--- config.mk ---
export PLATFORM = sky130hd
export DESIGN_NAME = tristate_pwm_ctrl
export DESIGN_NICKNAME = d
export VERILOG_FILES = /design/src/rtl/tristate_pwm_pkg.sv /design/src/rtl/tristate_pwm_level.sv /design/src/rtl/tristate_pwm_holdoff.sv /design/src/rtl/tristate_pwm_mode.sv /design/src/rtl/tristate_pwm_ovp.sv /design/src/rtl/tristate_pwm_ctrl.sv
export SDC_FILE = /design/constraint.sdc
export NUM_CORES = 1
export LEC_CHECK = 0
export BUFFER_PORTS_ARGS = -buffer_cell sky130_fd_sc_hd__buf_2
export CORE_MARGIN = 2
export CORE_UTILIZATION = 30
export DETAILED_ROUTE_END_ITERATION = 8
export PLACE_DENSITY = 0.6
export SETUP_SLACK_MARGIN = 0.1
export SLEW_MARGIN = 20
export SYNTH_ARGS = -nofsm -noshare
export SYNTH_HDL_FRONTEND = slang
export SYNTH_SLANG_ARGS = --single-unit
--- constraint.sdc ---
create_clock -name clk -period 2.95 [get_ports clk]
set_clock_uncertainty 0.1 [all_clocks]
set_input_delay 0.1475 -clock clk [delete_from_list [all_inputs] [get_ports clk]]
set_output_delay 0.1475 -clock clk [all_outputs]
set_load 0.01 [all_outputs]
--- src/rtl/tristate_pwm_pkg.sv ---
// Shared types for the three-level PWM decoder.
// Assumes: the command encoding is decoded by the gate sequencer, so its values are fixed.
package tristate_pwm_pkg;

    typedef enum logic [1:0] {
        CMD_OFF  = 2'b00,
        CMD_LOW  = 2'b01,
        CMD_HIGH = 2'b10
    } gate_cmd_e;

    typedef enum logic [1:0] {
        LVL_MID  = 2'b00,
        LVL_LOW  = 2'b01,
        LVL_HIGH = 2'b10
    } pwm_level_e;

    typedef enum logic [1:0] {
        ST_OFF  = 2'b00,
        ST_LOW  = 2'b01,
        ST_HIGH = 2'b10
    } mode_state_e;

endpackage

--- src/rtl/tristate_pwm_level.sv ---
// Classifies the two comparator flags into one of three PWM levels.
// Assumes: the flags are already synchronous to clk; exactly one flag set is a valid level,
// and neither or both set is treated as the mid band.
module tristate_pwm_level
    import tristate_pwm_pkg::*;
(
    input  logic       above_i,
    input  logic       below_i,
    output pwm_level_e level_o
);

    // Purpose: map the flag pair to a level.
    always_comb begin
        unique case ({above_i, below_i})
            2'b10:   level_o = LVL_HIGH;
            2'b01:   level_o = LVL_LOW;
            default: level_o = LVL_MID;
        endcase
    end

endmodule

--- src/rtl/tristate_pwm_holdoff.sv ---
// Counts consecutive mid-band samples while the decoder is active.
// Raises expire_o on the sample that completes HOLD_CYC of them.
// Assumes: HOLD_CYC >= 1; run_i low or a valid level clears the count.
module tristate_pwm_holdoff #(
    parameter int HOLD_CYC = 15
) (
    input  logic clk,
    input  logic rst_n,
    input  logic run_i,
    input  logic mid_i,
    output logic expire_o
);

    localparam int CW = (HOLD_CYC > 1) ? $clog2(HOLD_CYC) : 1;
    localparam logic [CW-1:0] LAST = CW'(HOLD_CYC - 1);

    logic [CW-1:0] cnt_q;

    // Purpose: flag the sample that completes the hold-off window.
    always_comb begin
        expire_o = run_i && mid_i && (cnt_q == LAST);
    end

    // Purpose: advance or restart the mid-band counter.
    always_ff @(posedge clk) begin
        if (!rst_n) begin
            cnt_q <= '0;
        end else if (!run_i || !mid_i || expire_o) begin
            cnt_q <= '0;
        end else begin
            cnt_q <= cnt_q + 1'b1;
        end
    end

endmodule

--- src/rtl/tristate_pwm_mode.sv ---
// Mode register: off, low side or high side.
// Supply or enable loss forces off. The off state is left only on a low level.
// Hold-off expiry moves an active mode to off.
// Assumes: level_i and expire_i are sampled at the same edge.
module tristate_pwm_mode
    import tristate_pwm_pkg::*;
(
    input  logic        clk,
    input  logic        rst_n,
    input  logic        uvlo_ok_i,
    input  logic        en_i,
    input  pwm_level_e  level_i,
    input  logic        expire_i,
    output mode_state_e state_o,
    output logic        exit_off_o
);

    mode_state_e state_q, state_d;

    // Purpose: next-state decision.
    always_comb begin
        state_d = state_q;
        if (!uvlo_ok_i || !en_i) begin
            state_d = ST_OFF;
        end else begin
            unique case (state_q)
                ST_OFF: begin
                    if (level_i == LVL_LOW) state_d = ST_LOW;
                end
                default: begin
                    if (level_i == LVL_LOW)       state_d = ST_LOW;
                    else if (level_i == LVL_HIGH) state_d = ST_HIGH;
                    else if (expire_i)            state_d = ST_OFF;
                end
            endcase
        end
    end

    // Purpose: mark the edge on which the off state is left.
    always_comb begin
        exit_off_o = (state_q == ST_OFF) && (state_d != ST_OFF);
    end

    // Purpose: hold the mode.
    always_ff @(posedge clk) begin
        if (!rst_n) state_q <= ST_OFF;
        else        state_q <= state_d;
    end

    assign state_o = state_q;

endmodule

--- src/rtl/tristate_pwm_ovp.sv ---
// Preliminary over-voltage latch.
// Armed while the supply is not good; disarmed by the first exit from off.
// While armed and off, a switch-node over-threshold sets the latch.
// Assumes: exit_i is a single-edge pulse from the mode register.
module tristate_pwm_ovp (
    input  logic clk,
    input  logic rst_n,
    input  logic uvlo_ok_i,
    input  logic off_i,
    input  logic exit_i,
    input  logic sw_ovp_i,
    output logic force_ls_o
);

    logic armed_q;
    logic latch_q;

    // Purpose: arm, set and clear the protection latch.
    always_ff @(posedge clk) begin
        if (!rst_n || !uvlo_ok_i) begin
            armed_q <= 1'b1;
            latch_q <= 1'b0;
        end else if (exit_i) begin
            armed_q <= 1'b0;
            latch_q <= 1'b0;
        end else if (armed_q && off_i && sw_ovp_i) begin
            latch_q <= 1'b1;
        end
    end

    // Purpose: the override needs a good supply, with no delay.
    always_comb begin
        force_ls_o = latch_q && uvlo_ok_i;
    end

endmodule

--- src/rtl/tristate_pwm_ctrl.sv ---
// Top: three-level PWM decoder with supply/enable gating and a low-side override.
// Assumes: all inputs synchronous to clk; HOLD_CYC is the hold-off time in cycles.
module tristate_pwm_ctrl
    import tristate_pwm_pkg::*;
#(
    parameter int HOLD_CYC = 15
) (
    input  logic       clk,
    input  logic       rst_n,
    input  logic       uvlo_ok_i,
    input  logic       en_i,
    input  logic       pwm_hi_i,
    input  logic       pwm_lo_i,
    input  logic       sw_ovp_i,
    output logic [1:0] cmd_o,
    output logic       force_ls_o
);

    pwm_level_e  level;
    mode_state_e state;
    logic        expire;
    logic        exit_off;
    logic        run;

    tristate_pwm_level u_level (
        .above_i (pwm_hi_i),
        .below_i (pwm_lo_i),
        .level_o (level)
    );

    // Purpose: the hold-off counter runs only in an active mode.
    always_comb begin
        run = uvlo_ok_i && en_i && (state != ST_OFF);
    end

    tristate_pwm_holdoff #(.HOLD_CYC(HOLD_CYC)) u_hold (
        .clk      (clk),
        .rst_n    (rst_n),
        .run_i    (run),
        .mid_i    (level == LVL_MID),
        .expire_o (expire)
    );

    tristate_pwm_mode u_mode (
        .clk        (clk),
        .rst_n      (rst_n),
        .uvlo_ok_i  (uvlo_ok_i),
        .en_i       (en_i),
        .level_i    (level),
        .expire_i   (expire),
        .state_o    (state),
        .exit_off_o (exit_off)
    );

    tristate_pwm_ovp u_ovp (
        .clk        (clk),
        .rst_n      (rst_n),
        .uvlo_ok_i  (uvlo_ok_i),
        .off_i      ((state == ST_OFF) || !en_i),
        .exit_i     (exit_off),
        .sw_ovp_i   (sw_ovp_i),
        .force_ls_o (force_ls_o)
    );

    // Purpose: gate the registered mode by supply and enable without delay.
    always_comb begin
        if (!uvlo_ok_i || !en_i) begin
            cmd_o = CMD_OFF;
        end else begin
            unique case (state)
                ST_LOW:  cmd_o = CMD_LOW;
                ST_HIGH: cmd_o = CMD_HIGH;
                default: cmd_o = CMD_OFF;
            endcase
        end
    end

endmodule


## Word-level counts from Yosys, hierarchy flattened

Index checks and enable logic that the tools add are counted.

- Input port bits: 7
- Flip-flop bits (word level): 8

- Muxes and demuxes: 9
- Reduce and logical (&&, ||, !) cells: 24
- Add/sub/neg operators: 1
- Bitwise gates (word level): 1
- Equality and inequality tests: 7

Operators with widths:

| cell | count |
|---|---|
| 2-bit 2-to-1 mux | 7 |
| 1-bit logical AND | 8 |
| 2-bit case mux with 2 select lines | 2 |
| 2-bit by 1-bit equality test with 1-bit output (second input constant) | 3 |
| 2-bit equality test (second input constant) | 3 |
| 1-bit logical NOT | 5 |
| 1-bit logical OR | 5 |
| 4-bit by 1-bit adder with 4-bit output (second input constant) | 1 |
| 4-bit equality test (second input constant) | 1 |
| 2-bit logical NOT | 2 |
| 2-bit nonzero test | 2 |
| 2-bit OR reduction | 2 |
| 1-bit NOT | 1 |

## Longest topological paths before layout

- Depth in word-level cells: 13
- Gate-level depth with buffers: 5
- Gate-level depth less buffers: 5

## Hierarchy

From an unflattened synthesis, not the netlist that was laid out.

- Cell total of the unflattened synthesis: 47
- Area, all modules: 426.7 um2

Modules (own cells, without submodules):

| module | area an instance (um2) | seq. area each (um2) | cells each | instances |
|---|---|---|---|---|
| tristate_pwm_holdoff | 178.9 | 80.1 | 18 | 1 |
| tristate_pwm_mode | 116.4 | 40.0 | 14 | 1 |
| tristate_pwm_ovp | 77.6 | 40.0 | 8 | 1 |
| tristate_pwm_ctrl | 38.8 | 0.0 | 5 | 1 |
| tristate_pwm_level | 15.0 | 0.0 | 2 | 1 |

## Least setup slack after synthesis

Ideal clock, no wire load.

- Path kind: reg2reg
- From: reg u_hold.cnt_q[0]
- To: reg u_mode.state_q[1] (netlist: u_mode.state_o[1])
- Arrival time: 1131 ps
- Path buffers: 0
- Clock period less this slack: 1346 ps
- Stages on the path, launching flop included: 6
- Library setup time: 115 ps
- Slack: 1604 ps
- Path through: dfxtp_1 inv_1 ha_1 nand4_1 o21ai_0 a2111oi_0

- Longest elaborated chain between the ends: 7

RTL lines:

| item | line | source |
|---|---|---|
| start: declaration | tristate_pwm_holdoff.sv:17 | `logic [CW-1:0] cnt_q;` |
| start signal: assignment | tristate_pwm_holdoff.sv:31 | `cnt_q <= cnt_q + 1'b1;` |
| 4-bit equality test | tristate_pwm_holdoff.sv:21 | `expire_o = run_i && mid_i && (cnt_q == LAST);` |
| 1-bit logical AND | tristate_pwm_holdoff.sv:21 |  |
| 2-bit 2-to-1 mux | tristate_pwm_mode.sv:33 | `else if (expire_i) state_d = ST_OFF;` |
| 2-bit 2-to-1 mux | tristate_pwm_mode.sv:32 | `else if (level_i == LVL_HIGH) state_d = ST_HIGH;` |
| 2-bit 2-to-1 mux | tristate_pwm_mode.sv:31 | `if (level_i == LVL_LOW) state_d = ST_LOW;` |
| 2-bit 2-to-1 mux | tristate_pwm_mode.sv:26 | `unique case (state_q)` |
| 2-bit 2-to-1 mux | tristate_pwm_mode.sv:23 | `if (!uvlo_ok_i \|\| !en_i) begin` |
| end signal: assignment | tristate_pwm_mode.sv:47 | `else state_q <= state_d;` |
| end: declaration | tristate_pwm_mode.sv:18 | `mode_state_e state_q, state_d;` |

Every way passes these cells.
A chain may end at the register's enable or synchronous reset.

## Final worst setup path

Same ends and word-level chain as after synthesis.

==> results.yml <==
cts:
  clk_pin_slew_worst_paths_ns: 0.05
  clock_sinks: 8
  htreeDepth: 1
  cts_made_buffers: 3
  clk_latency_ns: 0.25
  cts_resized: 0
  post_cts_buffers: 0
  hold_buffers: 1
  root_buffer: "clkbuf_4"
  clock_path_buffers: 2
  cts_tree: "done"
detailed_routing:
  drc: 0
  routed-via-count: 370
  drt-wirelength-per-cell_um: 10.69
  ant_nets: 0
  firstDrtPassIters: 2
  first_iter_violations: 5
  vias_per_cell: 5.000
  drt-total-wl_um: 791
power:
  p_total_mw: 0.2098
  leakage_nw: 0.2062
  ir_drop_mv: 0.2886
  power.density_nw_per_um2: 412.0
global_route:
  grt_antenna_before_repair: 0
  grt.total_usage_pct: 12.79
  grt_max_degree: 8
  overflow: 0
  grt_pass1_wl_mm: 1.366
  grt_pass1_vias: 352
flow_run:
  maxCapViolations: 0
floorplanning:
  io_pins: 10
  core_um2: 1301
  core.rowCount: 13
  start_util_pct: 31.73
  fp.dieH_um: 41.10
  die_x_um: 41.10
  dieArea_um2: 1689
yosys:
  yosysTopAreaCell: "dfxtp_1"
  synth.most_common_cell: "dfxtp_1"
  ys_async_sr_fraction_pct: 0
  synth_area_leaders: "dfxtp_1 39%, ha_1 12%, inv_1 5.5%, a311oi_1 4.2%, a21oi_1 3.6%"
  synth_top_area_share_pct: 38.79
  ys_types: 20
  ys_ff_latch: 8
  ys_seq_area_share_pct: 38.79
  synth_edf_count: 0
  netlist_top_cells_count: "8 x dfxtp_1, 6 x inv_1, 4 x ha_1"
  syn_area_um2: 412.9
  avgSynthCellArea_um2: 8.976
  yosysWarnings: 0
  syn_nets: 57
  synthCells: 46
  synthFlopType: "dfxtp_1"
timing:
  min_period_ns: 1.575
  hold_viol_final: 0
  fin_hold_ws_ns: 0.04107
  max_freq_mhz: 634.8
  tightest_slew_ns: 0.3730
  drv_slew: 0
  fin_crit_sh_pct: 53.40
  slew_headroom_pct: 74.49
  setup_violations: 0
  rsz0062_at_grt: "false"
  fin_setup_tns_ns: 0
min_path:
  hold_path.class: "in -> reg"
  holdPathStages: 2
setup_path:
  crit_required_ns: 2.97
  worstPathArrival_ns: 1.59
  critPathKind: "reg -> reg"
  cp-start-kind: "flop"
  path_max_fanout: 5
  cp-end-kind: "flop"
  reg2regPathDepth: 5
place:
  gp_congestion: 0.6697
  dpl.hpwl_um: 597.4
  portBuffers: 9
finish:
  area_delta_synth_final_pct: 23.33
  drive_gt1_share_pct: 25.42
  nNetsFinal: 72
  n_antenna_cell: 0
  utilization_pct: 39.13
status:
  outcome: "finished clean"
## routing by layer
layer	track usage, %	part of all wire, %	up-vias
li1	-	-	199
met1	13.50	48	160
met2	20.31	43	11
met3	9.783	8.6	0
met4	2.419	0	0
met5	0	0	-
## state kept, by name (all words and copies together) (netlist names)
| register | flops |
|---|---|
| u_ovp.latch_q | 1 |
| u_hold.cnt_q | 4 |
| u_ovp.armed_q | 1 |
| u_mode.state_o | 2 |
## critical path, stage by stage, from the launching register on
cell and delay, ns:
dfxtp_1 0.41, inv_1 0.06, ha_1 0.26, nand4_1 0.12, o21ai_0 0.08, a2111oi_0 0.42
## layout by cell type (no fill, tap or decap), drive strengths merged
cell         n
a2111oi      1
a211o        1
a21oi        3
a311oi       2
a31oi        2
and2         1
buf          9
clkbuf       3
dfxtp        8
dlygate4sd3  1
ha           4
inv          6
nand2        3
nand3        2
nand4        1
nand4b       1
nor2         3
nor3b        2
o21ai        3
o311ai       1
o31ai        1
or3b         1
## cell families (layout without fill, tap and decap cells)
| logic type | after synthesis | count (layout) | share of synthesized area (%) |
|---|---|---|---|
| AOI/OAI and AO/OA | 14 | 14 | 22.73 |
| adders and majority gates | 4 | 4 | 12.12 |
| buffers and inverters | 6 | 19 | 5.454 |
| DFF | 8 | 8 | 38.79 |
| and+or+nand+nor | 14 | 14 | 20.91 |
## power breakdown
group	switching, mW	internal [mW]
Combinational	0.00835	0.00849
Sequential	0.000908	0.109
Clock	0.0361	0.0465
## layout make-up
type | instances | area (µm²)
clock buffers | 3 | 22.52
inverters | 6 | 22.52
multi-input cells | 32 | 230.2
well taps | 15 | 18.77
repair buffers | 10 | 55.05
fillers | 144 | 792.0
flip-flops and latches | 8 | 160.2
## worst paths after layout
check / start / endpoint / slack, ns
setup / recovery: u_hold.cnt_q[0]$_SDFF_PP0_ / u_mode.state_o[1]$_SDFF_PN0_ / 1.37
hold / removal: uvlo_ok_i / u_ovp.armed_q$_SDFFE_PP1P_ / 0.04
setup reg to reg: u_hold.cnt_q[0]$_SDFF_PP0_ / u_mode.state_o[1]$_SDFF_PN0_ / 1.37
hold reg to reg: u_ovp.latch_q$_SDFFE_PP0P_ / u_ovp.latch_q$_SDFFE_PP0P_ / 0.38
## stage by stage
stage	worst slack [ns]	area, µm²	cells
after floorplan	1.604	412.9	46
after global placement	1.435	476.7	70
after detailed placement	1.412	476.7	70
after CTS	1.387	509.2	74
after global routing	1.243	509.2	74
final	1.375	509.2	74
Power figures use the tool's default switching activity.
